### src/rtl/lcd_cmd_dispatch.sv
module lcd_cmd_dispatch #(
  parameter int DEPTH     = 32,
  parameter int AW        = 8,
  parameter int SLOT_BASE = 128
) (
  input  logic          clk,
  input  logic          rst_n,
  input  logic          host_we,
  input  logic [AW-1:0] host_addr,
  input  logic [31:0]   host_wdata,
  output logic [31:0]   host_rdata,
  output logic          bus_valid,
  output logic          bus_is_cmd,
  output logic [15:0]   bus_data,
  input  logic          bus_ready,
  output logic          irq
);
  localparam int CNT_W = $clog2(DEPTH);
  localparam logic [AW-1:0] A_CTRL = AW'(0);
  localparam logic [AW-1:0] A_RUN  = AW'(4);
  localparam logic [AW-1:0] A_STAT = AW'(8);
  localparam logic [AW-1:0] A_IEN  = AW'(12);
  localparam logic [AW-1:0] A_IST  = AW'(16);
  localparam logic [AW:0]   SLOT_LO = (AW+1)'(SLOT_BASE);
  localparam logic [AW:0]   SLOT_HI = (AW+1)'(SLOT_BASE + 4*DEPTH);

  logic [16:0]      slot_mem [DEPTH];
  logic [31:0]      ctrl_q;
  logic             run_q, busy_q, ien_q, ist_q;
  logic [CNT_W-1:0] idx_q, cnt_q;

  logic [AW-1:0]    slot_off;
  logic [CNT_W-1:0] sidx, eff_cnt;
  logic             slot_hit, wr_run, trig, stop, list_ok, accept, done;

  assign slot_off = host_addr - SLOT_LO[AW-1:0];
  assign sidx     = slot_off[2 +: CNT_W];
  assign slot_hit = ({1'b0, host_addr} >= SLOT_LO) && ({1'b0, host_addr} < SLOT_HI)
                    && (host_addr[1:0] == 2'b00);

  assign wr_run  = host_we && host_addr == A_RUN;
  assign trig    = wr_run && host_wdata[0] && !run_q;
  assign stop    = wr_run && !host_wdata[0];
  assign list_ok = ctrl_q[15] && ctrl_q[31:28] == 4'b0000;
  assign eff_cnt = list_ok ? ctrl_q[8 +: CNT_W] : '0;

  assign bus_valid  = busy_q && idx_q != cnt_q;
  assign bus_is_cmd = slot_mem[idx_q][16];
  assign bus_data   = slot_mem[idx_q][15:0];
  assign accept     = bus_valid && bus_ready;
  assign done       = (accept && idx_q == cnt_q - CNT_W'(1)) || (busy_q && cnt_q == '0);
  assign irq        = ist_q && ien_q;

  always_ff @(posedge clk) begin
    if (host_we && slot_hit && !busy_q)
      slot_mem[sidx] <= {host_wdata[23], host_wdata[15:0]};
  end

  always_ff @(posedge clk or negedge rst_n) begin
    if (!rst_n) begin
      ctrl_q <= '0;
      run_q  <= 1'b0;
      ien_q  <= 1'b0;
    end else begin
      if (host_we && host_addr == A_CTRL && !busy_q) ctrl_q <= host_wdata;
      if (host_we && host_addr == A_IEN) ien_q <= host_wdata[0];
      if (wr_run) run_q <= host_wdata[0];
    end
  end

  always_ff @(posedge clk or negedge rst_n) begin
    if (!rst_n) begin
      busy_q <= 1'b0;
      idx_q  <= '0;
      cnt_q  <= '0;
    end else if (stop) begin
      busy_q <= 1'b0;
    end else if (trig) begin
      busy_q <= 1'b1;
      idx_q  <= '0;
      cnt_q  <= eff_cnt;
    end else if (done) begin
      busy_q <= 1'b0;
    end else if (accept) begin
      idx_q  <= idx_q + CNT_W'(1);
    end
  end

  always_ff @(posedge clk or negedge rst_n) begin
    if (!rst_n) ist_q <= 1'b0;
    else if (done && !stop) ist_q <= 1'b1;
    else if (host_we && host_addr == A_IST && host_wdata[0]) ist_q <= 1'b0;
  end

  always_comb begin
    host_rdata = '0;
    if (slot_hit) begin
      host_rdata[23]   = slot_mem[sidx][16];
      host_rdata[15:0] = slot_mem[sidx][15:0];
    end else begin
      case (host_addr)
        A_CTRL:  host_rdata = ctrl_q;
        A_RUN:   host_rdata[0] = run_q;
        A_STAT:  host_rdata[0] = busy_q;
        A_IEN:   host_rdata[0] = ien_q;
        A_IST:   host_rdata[0] = ist_q;
        default: host_rdata = '0;
      endcase
    end
  end

  assert_hold_entry_R5: assert property (@(posedge clk) disable iff (!rst_n)
    bus_valid && !bus_ready && !stop |=> bus_valid && $stable(bus_is_cmd) && $stable(bus_data));

  assert_done_only_from_run_R8: assert property (@(posedge clk) disable iff (!rst_n)
    $rose(ist_q) |-> $past(busy_q));

  assert_busy_ends_cleanly_R6: assert property (@(posedge clk) disable iff (!rst_n)
    $fell(busy_q) |-> ist_q || $past(stop));

  assert_empty_run_one_cycle_R7: assert property (@(posedge clk) disable iff (!rst_n)
    busy_q && !bus_valid && !stop && !trig |=> !busy_q);

  assert_ctrl_locked_R10: assert property (@(posedge clk) disable iff (!rst_n)
    busy_q && host_we && host_addr == A_CTRL |=> $stable(ctrl_q));
endmodule

### config.mk
export PLATFORM = sky130hd
export DESIGN_NAME = lcd_cmd_dispatch
export DESIGN_NICKNAME = d
export VERILOG_FILES = /design/src/rtl/lcd_cmd_dispatch.sv
export SDC_FILE = /design/constraint.sdc
export NUM_CORES = 1
export LEC_CHECK = 0
export CORE_MARGIN = 8
export CORE_UTILIZATION = 56
export DETAILED_ROUTE_END_ITERATION = 12
export PLACE_DENSITY_LB_ADDON = 0.25
export SYNTH_ARGS = -nofsm -noshare
export SYNTH_HDL_FRONTEND = slang
export SYNTH_SLANG_ARGS = --single-unit
### constraint.sdc
create_clock -name clk -period 2.5 [get_ports clk]
set_input_delay 0.375 -clock clk [delete_from_list [all_inputs] [get_ports clk]]
set_output_delay 0.375 -clock clk [all_outputs]
set_load 0.02 [all_outputs]
Word level (Yosys, flattened, before mapping) --
Memories as Yosys holds them, arrays and structs flattened. Cells that the tools add are included.
Word-level totals: register bits after elaboration 46, RAM bits 544, input bits 44, output and inout port bits 51, word-level logic and storage cells 70, memories kept 1
Operators by class: add/sub/neg operators 3, $lt $le $gt $ge 1, eq/ne operators 7, multiplexer cells 17, bitwise operators 1, reduce and logical (&&, ||, !) cells 33
Memory list:
- slot_mem | depth 32, width 17, read ports 2, clocked after memory_dff 0, write ports 1, RTL line 27 | logic [16:0] slot_mem [DEPTH];
Operators with widths (count):
- $mux W31 | 1
- $mux W5 | 4
- $logic_and A1 B1 Y1 | 19
- $eq A8 B4 Y1 const B | 2
- $mux W16 | 1
- $eq A8 B3 Y1 const B | 1
- $eq A8 B5 Y1 const B | 1
- $ge A8 B8 Y1 const B | 1
- $logic_not A8 Y1 | 1
- $mux W1 | 8
- $mux W8 | 1
- $mux W7 | 1
- $sub A7 B1 Y7 const B | 1
- $add A5 B1 Y5 const B | 1
- $eq A5 B5 Y1 | 1
- $logic_not A5 Y1 | 1
- $ne A5 B5 Y1 | 1
- $pmux W1 S5 | 1
- $sub A5 B1 Y5 const B | 1
- $logic_not A1 Y1 | 4
- $logic_not A4 Y1 | 1
- $reduce_bool A2 Y1 | 2
- $reduce_and A3 Y1 | 1
- $reduce_bool A3 Y1 | 1
- 5 further kinds | 5

Longest topological paths before layout --
Gate-level depths: netlist (run 1).
depth in word-level cells 8, depth in mapped cells 8, mapped depth without buffers 7

Least setup slack after synthesis (run 1) --
OpenSTA, ideal clock, no wires.
path kind in2reg, start input port host_addr[3], end memory slot_mem[18][0], enable pin, setup time 412 ps, arrival time 2806 ps, data required time 2088 ps, slack -719 ps, stages 6, buffers on the path 4, path through buf_2 > clkbuf_1 > buf_2 > buf_2 > nand4_1 > nor3_1
Between the ends: longest elaborated chain between the ends 6
Ends and longest elaborated chain:
- from (decl) | RTL line 9 | input logic [AW-1:0] host_addr,
- $ge A8 B8 Y1 | RTL line 38 | assign slot_hit = ({1'b0, host_addr} >= SLOT_LO) && ({1'b0, host_addr} < SLOT_HI)
- $logic_and A1 B1 Y1 | RTL line 39 | && (host_addr[1:0] == 2'b00);
- $logic_and A1 B1 Y1 (2 in a row) | RTL line 55 | if (host_we && slot_hit && !busy_q)
- $mux W1 | RTL line 55
- $mux W1 (not written as such) | RTL line 56 | slot_mem[sidx] <= {host_wdata[23], host_wdata[15:0]};
- to (decl) | RTL line 27
Several ways; a longest one is shown, not always the timed one.

Worst setup path in the final report (run 1) --
start register idx_q[0], end output port bus_data[10]
Between the ends: longest elaborated chain between the ends 1
Ends and longest elaborated chain:
- from (decl) | RTL line 30 | logic [CNT_W-1:0] idx_q, cnt_q;
- from (signal assigned) | RTL line 85 | idx_q <= idx_q + CNT_W'(1);
- $mem_v2 Z32 W17
- to (decl) | RTL line 14 | output logic [15:0] bus_data,
Every way passes these cells.

==> impl_metrics.json, run 1 <==
{
  "vias_per_cell": 6.98,
  "ios": 95,
  "r2r-end": "idx_q[4]",
  "rrSetupSlack_ps": 40,
  "syn_inst": 1351,
  "vias": 16334,
  "final_common_cell": "edfxtp_1",
  "drc": 0,
  "synth-seq-area-share": 0.637,
  "relSlewSlack": 0.475,
  "cts_buffers": 61,
  "antenna_found_initial": 0,
  "arrival_ps": 3040,
  "p_per_area_nw_per_um2": 864,
  "holdCritPathClass": "primary input to asynchronous set/reset pin",
  "synthMuxAreaShare": 0.290,
  "whs_ps": 317,
  "die_area_um2": 56400,
  "die_w_um": 237,
  "finalCriticalPeriod_ps": 3410,
  "grt_max_degree": 42,
  "ant_nets": 0,
  "crit_path_start_kind": "register",
  "final.setup.worst_slack_ps": -912,
  "antenna_cells": 0,
  "clock_skew_ps": 20.2,
  "crit_path_end_kind": "output pin",
  "root_buffer": "clkbuf_16",
  "dr.pass1.iters": 6,
  "final_cells": 2340,
  "clock_path_buffers": 3,
  "path_delay_family": "multiplexers",
  "crit_start": "idx_q[0]",
  "nets": 1715,
  "slowest_stage": "mux4_2",
  "grt_pass1_wl_mm": 114,
  "routed_wl_mm": 77.6,
  "crit_fanout": 4,
  "leakagePower_nw": 11.6,
  "yosysWarningCount": 0,
  "setup_viol": 35,
  "worstPathCellList": "buf_12 -> buf_16 -> buf_8 -> mux4_2 -> mux4_2 -> mux2_4 -> buf_6",
  "synthAdderAreaFrac": 0.000911,
  "dp_cells": 2213,
  "async_reset_ff_frac": 0.0780,
  "coreArea_um2": 48600,
  "ir_drop_mv": 0.930,
  "die_h_um": 237,
  "dp_slack_ps": -1080,
  "required_ps": 2120,
  "track_usage": 0.278,
  "synth_top_family_by_area": "multiplexers",
  "cp_slowest_stage_delay_ps": 550,
  "rsz0062_at_grt": "true",
  "drv_slew": 0,
  "layout_common_cells": "edfxtp_1, mux4_2, buf_4, buf_12, clkbuf_16",
  "htreeDepth": 2,
  "hold_violations": 0,
  "max_freq_ghz": 0.293,
  "fin_crit_sh": 1.36,
  "synth_edf_count": 544,
  "syn_to_final_growth_pct": 25.3,
  "fin_tns_setup_ps": -17820,
  "insertion_delay_ps": 650,
  "synth_flop_cell": "edfxtp_1",
  "rr_worst_depth": 8,
  "crit_end": "bus_data[10]",
  "grt_pass1_vias": 17091,
  "rows": 81,
  "place.gp.congestion": 0.874,
  "path_buf_inv": 4,
  "path_class": "register to output pin",
  "overflow": 0,
  "cts_sinks": 590,
  "cap_violations": 0,
  "synth_nets": 1397,
  "run_status": "complete, but fails checks",
  "drt_iter0_markers": 2093,
  "cpMostUsedCell": "mux4_2",
  "synth_compound_gate_area_share": 0.0243,
  "r2r-start": "idx_q[0]",
  "synth_xor_xnor_area_share": 0.00337,
  "worstMarginPinSlew_ps": 785,
  "wl_per_cell_um": 33.2,
  "synth_cell_types": 43,
  "ys_ff_latch": 590,
  "io_buffers": 94,
  "crit_cells": 7,
  "drive_above_1_share": 0.527,
  "violations": "negative setup slack",
  "clk_pin_slew_worst_paths_ps": 70,
  "synthesis.area_um2": 27500,
  "cts_tree": "built",
  "initial_core_util": 0.565,
  "avgSynthCellArea_um2": 20.3,
  "synth-simple-area-share": 0.0259,
  "dpl.hpwl_mm": 51.1
}
==> registers in the layout, summed over array words and instances, names as in the netlist <==
register and flops:
ien_q 1, slot_mem 544, ctrl_q 32, idx_q 5
cnt_q 5, busy_q 1, run_q 1, ist_q 1
==> cells in the mapped netlist, drive strengths merged, types with 17 or more instances <==
cell	count	area share
clkbuf	50	0.0069
mux4	308	0.25
a21oi	21	0.0038
and2	19	0.0043
dfrtp	46	0.042
a22oi	27	0.0074
nor2	31	0.0042
nand2	28	0.0038
mux2	87	0.036
o22ai	17	0.0039
buf	55	0.011
edfxtp	544	0.59
==> worst min-delay path by stage <==
stage | from | end | slack [ps] | cells past startpoint
global route | host_wdata[30] | ctrl_q[30] | 330 | 2
CTS | rst_n | ctrl_q[5] | 290 | 2
detailed placement | rst_n | ctrl_q[5] | 430 | 1
finish | rst_n | ctrl_q[5] | 320 | 2
global placement | rst_n | ctrl_q[5] | 430 | 1
floorplan | rst_n | busy_q | 80 | 0
==> power breakdown <==
| group | internal [mW] | switching (mW) |
|---|---|---|
| clock network | 5.41 | 3.81 |
| registers | 10.9 | 0.139 |
| logic | 5.15 | 4.35 |
==> final cells by class <==
class	instances	area, um2
clock buffers	78	1630
clock inverters	34	383
fillers	2907	14200
inverters	6	22.5
multi-input cells	650	10200
flip-flops and latches	590	17500
well taps	622	778
repair buffers	360	3930
==> cell families (layout without fill, tap and decap cells) <==
logic type / after synthesis / in the layout
muxes: 400 / 400
and+or+nand+nor: 137 / 137
AOI/OAI and AO/OA: 102 / 102
DFF: 590 / 590
xor gates and xnor gates: 9 / 9
buffers and inverters: 111 / 478
adders and majority gates: 2 / 2
==> layer usage <==
layer	share of wire	GRT usage
met1	0.39	0.380
met2	0.49	0.445
met3	0.090	0.0563
met4	0.038	0.103
met5	0	0
==> stage by stage <==
stage               area [um2]  power (mW)   util
floorplan                27600        16.5      -
global placement         31500        19.6  0.648
detailed placement       31500        19.8  0.648
CTS                      34400        29.9  0.707
global route             34400        30.6  0.707
finish                   34400        29.7  0.707
==> what timing repair did <==
action / CTS / global route
resized for setup: 356 / 56
gates cloned: 8 / 0
hold buffers: 1 / 0
pin swaps: 39 / 16
hold endpoints to repair: 23 / 0
buffers inserted: 22 / 3
setup endpoints to repair: 50 / 53
Power figures use the tool's default switching activity.
==> inputs of run 2 (changes only) <==
--- a/config.mk
+++ b/config.mk
@@ -6,7 +6,7 @@
 export NUM_CORES = 1
 export LEC_CHECK = 0
 export CORE_MARGIN = 8
-export CORE_UTILIZATION = 56
+export CORE_UTILIZATION = 45
 export DETAILED_ROUTE_END_ITERATION = 12
 export PLACE_DENSITY_LB_ADDON = 0.25
 export SYNTH_ARGS = -nofsm -noshare
==> constraint.sdc (replaced) <==
create_clock -name clk -period 3.75 [get_ports clk]
set_input_delay 0.5625 -clock clk [delete_from_list [all_inputs] [get_ports clk]]
set_output_delay 0.5625 -clock clk [all_outputs]
set_load 0.02 [all_outputs]
==> impl_metrics.json, run 2 (synthesis results as in run 1) <==
{
  "setup_viol": 0,
  "grt_max_degree": 47,
  "drt_iter0_markers": 1747,
  "dpl.hpwl_mm": 48.5,
  "placed_area_um2": 30600,
  "drc": 0,
  "antenna_cells": 0,
  "vias_per_cell": 6.47,
  "reg_top3": "slot_mem: 544 flops, ctrl_q: 32 flops",
  "vias": 15537,
  "worstMarginPinSlew_ps": 1250,
  "dr.pass1.iters": 7,
  "crit_path_start_kind": "primary input",
  "die_area_um2": 69200,
  "p_per_area_nw_per_um2": 583,
  "leakagePower_nw": 10.9,
  "die_w_um": 263,
  "ir_drop_mv": 0.364,
  "overflow": 0,
  "use_met2": 0.343,
  "drive_above_1_share": 0.443,
  "largest_reg_flops": 544,
  "antenna_found_initial": 0,
  "rows": 90,
  "cts_tree": "built",
  "dp_slack_ps": -58.3,
  "path_class": "primary input to output pin",
  "max_freq_ghz": 0.268,
  "clk_pin_slew_worst_paths_ps": 60,
  "use_met3": 0.0419,
  "coreArea_um2": 60400,
  "required_ps": 3190,
  "layout_common_cells": "edfxtp_1, mux4_2, buf_4, mux2_2, clkbuf_16",
  "rr_worst_depth": 6,
  "arrival_ps": 3170,
  "nets": 1617,
  "final.setup.worst_slack_ps": 19.5,
  "rsz0062_at_grt": "true",
  "syn_to_final_growth_pct": 19.6,
  "use_met1": 0.315,
  "final_common_cell": "edfxtp_1",
  "whs_ps": 303,
  "fin_crit_sh": 0.995,
  "run_status": "completed",
  "cts_buffers": 61,
  "initial_core_util": 0.455,
  "routed_wl_mm": 76.5,
  "htreeDepth": 2,
  "crit_path_end_kind": "output pin",
  "drv_slew": 0,
  "grt.busiest_layer": "met2",
  "clock_path_buffers": 3,
  "cap_violations": 0,
  "root_buffer": "clkbuf_16",
  "holdCritPathClass": "primary input to asynchronous set/reset pin",
  "io_buffers": 94,
  "clock_skew_ps": 26.4,
  "place.gp.congestion": 0.861,
  "wl_per_cell_um": 31.8,
  "ant_nets": 0,
  "die_h_um": 263,
  "fin_tns_setup_ps": 0,
  "finalCriticalPeriod_ps": 3730,
  "grt_pass1_wl_mm": 112,
  "n_fill_cell": 4612,
  "relSlewSlack": 0.162,
  "insertion_delay_ps": 630,
  "hold_violations": 0,
  "grt_pass1_vias": 16089,
  "ios": 95,
  "fin_area_um2": 32800,
  "regMostFlops": "slot_mem",
  "crit_fanout": 15,
  "cts_sinks": 590,
  "track_usage": 0.220
}
[run 2: cell types whose count changed in the layout (fill, tap and decap cells not counted), moves of 13 or more]
| cell | change |
|---|---|
| clkdlybuf4s50_1 | +26 |
| mux2_4 | -28 |
| o22ai_1 | +13 |
| mux2_2 | +28 |
| buf_4 | -56 |
| buf_6 | -40 |
| a22oi_1 | +20 |
| buf_12 | -26 |
| a22oi_2 | -20 |
[run 2: what timing repair did]
item,in CTS,in global routing
pin swaps,0,0
endpoints found under the setup margin,19,25
resized for setup,43,20
hold buffers,1,0
gates cloned,1,0
setup buffers,10,1
hold endpoints to repair,6,0
[run 2: worst paths after layout]
| path | from | to | slack [ps] |
|---|---|---|---|
| hold / removal | rst_n | ctrl_q[26] | 300 |
| max in group asynchronous | rst_n | idx_q[1] | 2560 |
| setup reg to reg | idx_q[2] | idx_q[3] | 1030 |
| setup / recovery | host_addr[5] | host_rdata[15] | 20 |
| hold reg to reg | ctrl_q[27] | ctrl_q[27] | 500 |
| min in group clk | ctrl_q[27] | ctrl_q[27] | 500 |
[run 2: critical path: stages]
cell and delay [ps]:
clkdlybuf4s50_1 600, buf_4 250, or3b_2 470, nand2b_1 160, nand4_1 80, a21oi_1 60, o21ai_1 280, clkdlybuf4s50_1 690
[run 2: metal layers]
layer | vias up | share of wire
li1 | 6296 | -
met1 | 8375 | 0.43
met2 | 740 | 0.47
met3 | 126 | 0.075
met4 | 0 | 0.030
met5 | - | 0
[run 2: per-stage QoR]
step           cells   util  total power [mW]
6_report        2403  0.544              19.1
5_1_grt         2403  0.544              19.8
4_1_cts         2402  0.544              19.4
3_5_place_dp    2277  0.507              13.0
3_3_place_gp    2277  0.507              13.0
2_1_floorplan   1351      -              11.0
[run 2: final cells by class]
type,count,area (um2),area share
Sequential cell,590,17500,0.533
Timing Repair Buffer,262,2720,0.0829
Inverter,6,22.5,0.000686
Clock buffer,79,1670,0.0507
Multi-Input combinational cell,650,9580,0.292
Tap cell,782,978,0.0298
Clock inverter,34,374,0.0114
[run 2: report_power, final]
group	total, mW	switching [mW]	internal, mW
sequential	7.39	0.140	7.25
combinational	5.53	2.62	2.91
clock	6.22	2.55	3.67
==> inputs of run 3 (changes only) <==
--- a/config.mk
+++ b/config.mk
@@ -6,7 +6,7 @@
 export NUM_CORES = 1
 export LEC_CHECK = 0
 export CORE_MARGIN = 8
-export CORE_UTILIZATION = 45
+export CORE_UTILIZATION = 50
 export DETAILED_ROUTE_END_ITERATION = 12
 export PLACE_DENSITY_LB_ADDON = 0.25
 export SYNTH_ARGS = -nofsm -noshare
==> impl_metrics.json, run 3 (synthesis results as in run 1) <==
{
  "run_status": "complete, but fails checks",
  "violations": "negative setup slack",
  "crit_fanout": 21,
  "place.gp.congestion": 0.865,
  "r2r-end": "idx_q[3]",
  "n_fill_cell": 3933,
  "largest_reg_flops": 544,
  "antenna_found_initial": 0,
  "final.setup.worst_slack_ps": -8.90,
  "reg_top3": "slot_mem: 544 flops, ctrl_q: 32 flops",
  "dr.pass1.iters": 5,
  "coreArea_um2": 54700,
  "rr_worst_depth": 7,
  "slowest_stage": "clkdlybuf4s50_1",
  "path_buf_inv": 5,
  "routed_wl_mm": 76.6,
  "p_per_area_nw_per_um2": 587,
  "ir_drop_mv": 0.566,
  "path_class": "primary input to output pin",
  "hold_violations": 0,
  "cpMostUsedCell": "buf_4",
  "initial_core_util": 0.502,
  "vias_per_cell": 6.77,
  "drive_above_1_share": 0.440,
  "antenna_cells": 0,
  "drt_iter0_markers": 1757,
  "drv_slew": 0,
  "fin_crit_sh": 1.00,
  "ios": 95,
  "rrSetupSlack_ps": 1000,
  "arrival_ps": 3200,
  "overflow": 0,
  "wl_per_cell_um": 33.1,
  "nets": 1608,
  "path_delay_family": "buffers and inverters",
  "syn_to_final_growth_pct": 19.2,
  "grt_pass1_wl_mm": 111,
  "whs_ps": 83.6,
  "rsz0062_at_grt": "true",
  "cap_violations": 0,
  "layout_common_cells": "edfxtp_1, mux4_2, buf_4, mux2_2",
  "ant_nets": 0,
  "cts_buffers": 59,
  "cp_slowest_stage_delay_ps": 600,
  "rows": 86,
  "leakagePower_nw": 10.9,
  "relSlewSlack": 0.171,
  "cts_sinks": 590,
  "finalCriticalPeriod_ps": 3760,
  "worstMarginPinSlew_ps": 1240,
  "final_cells": 2312,
  "insertion_delay_ps": 620,
  "crit_path_end_kind": "output pin",
  "clk_pin_slew_worst_paths_ps": 60,
  "htreeDepth": 2,
  "dp_slack_ps": -36.2,
  "required_ps": 3190,
  "die_area_um2": 62700,
  "grt_pass1_vias": 15912,
  "die_h_um": 250,
  "max_freq_ghz": 0.266,
  "placed_area_um2": 30300,
  "vias": 15651,
  "cts_tree": "built",
  "crit_path_start_kind": "primary input",
  "holdCritPathClass": "primary input to asynchronous set/reset pin",
  "dpl.hpwl_mm": 47.9,
  "drc": 0,
  "final_common_cell": "edfxtp_1",
  "setup_viol": 1,
  "fin_area_um2": 32700,
  "track_usage": 0.242,
  "root_buffer": "clkbuf_16",
  "r2r-start": "idx_q[0]",
  "worstPathCellList": "clkdlybuf4s50_1 -> buf_4 -> nor2_1 -> buf_4 -> a22oi_1 -> a21oi_1 -> o21ai_0 -> buf_4 -> nand2_1 -> clkdlybuf4s50_1",
  "clock_skew_ps": 16.3,
  "grt_max_degree": 53,
  "die_w_um": 250,
  "dp_cells": 2179,
  "clock_path_buffers": 3,
  "io_buffers": 94,
  "regMostFlops": "slot_mem"
}
[run 3: metal layers]
layer / part of all wire / wire length [um] / GRT usage / vias to the layer above
li1: - / - / - / 6269
met1: 0.39 / 29500 / 0.332 / 8372
met2: 0.48 / 37100 / 0.387 / 889
met3: 0.093 / 7090 / 0.0427 / 121
met4: 0.037 / 2850 / 0.0968 / 0
met5: 0 / 0 / 0 / -
[run 3: what timing repair did]
item	CTS	global route
setup buffers	9	8
setup endpoints to repair	23	19
gates cloned	8	2
gates resized for setup	66	27
hold buffers	0	0
[run 3: how the worst max path moves through the flow]
stage,startpoint,endpoint,slack (ps),depth (start not counted)
after floorplan,host_addr[3],slot_mem[18][0],340,6
after detailed placement,host_addr[1],host_rdata[8],-40,8
after CTS,idx_q[0],bus_data[3],1,7
after global placement,host_addr[1],host_rdata[14],30,8
after global routing,host_addr[5],host_rdata[23],-50,10
final,host_addr[5],host_rdata[23],-9,10
[run 3: layout make-up]
| cell class | count | area, um2 | share of cell area |
|---|---|---|---|
| Inverter | 6 | 22.5 | 0.000688 |
| Tap cell | 704 | 881 | 0.0269 |
| Sequential cell | 590 | 17500 | 0.535 |
| Timing Repair Buffer | 255 | 2800 | 0.0855 |
| Clock inverter | 24 | 292 | 0.00891 |
| Multi-Input combinational cell | 650 | 9600 | 0.293 |
| Clock buffer | 83 | 1640 | 0.0500 |
[run 3: power by group]
part | internal (mW) | switching [mW] | total, mW
clock network | 3.50 | 2.47 | 5.97
registers | 7.25 | 0.168 | 7.42
logic | 3.12 | 2.70 | 5.82
[run 3: stage by stage]
stage,util,TNS (ps),power [mW]
CTS,0.596,0,19.2
finish,0.599,-8.90,19.2
detailed placement,0.554,-67.6,12.8
floorplan,-,0,11.0
global placement,0.554,0,12.8
global route,0.599,-88.8,19.8
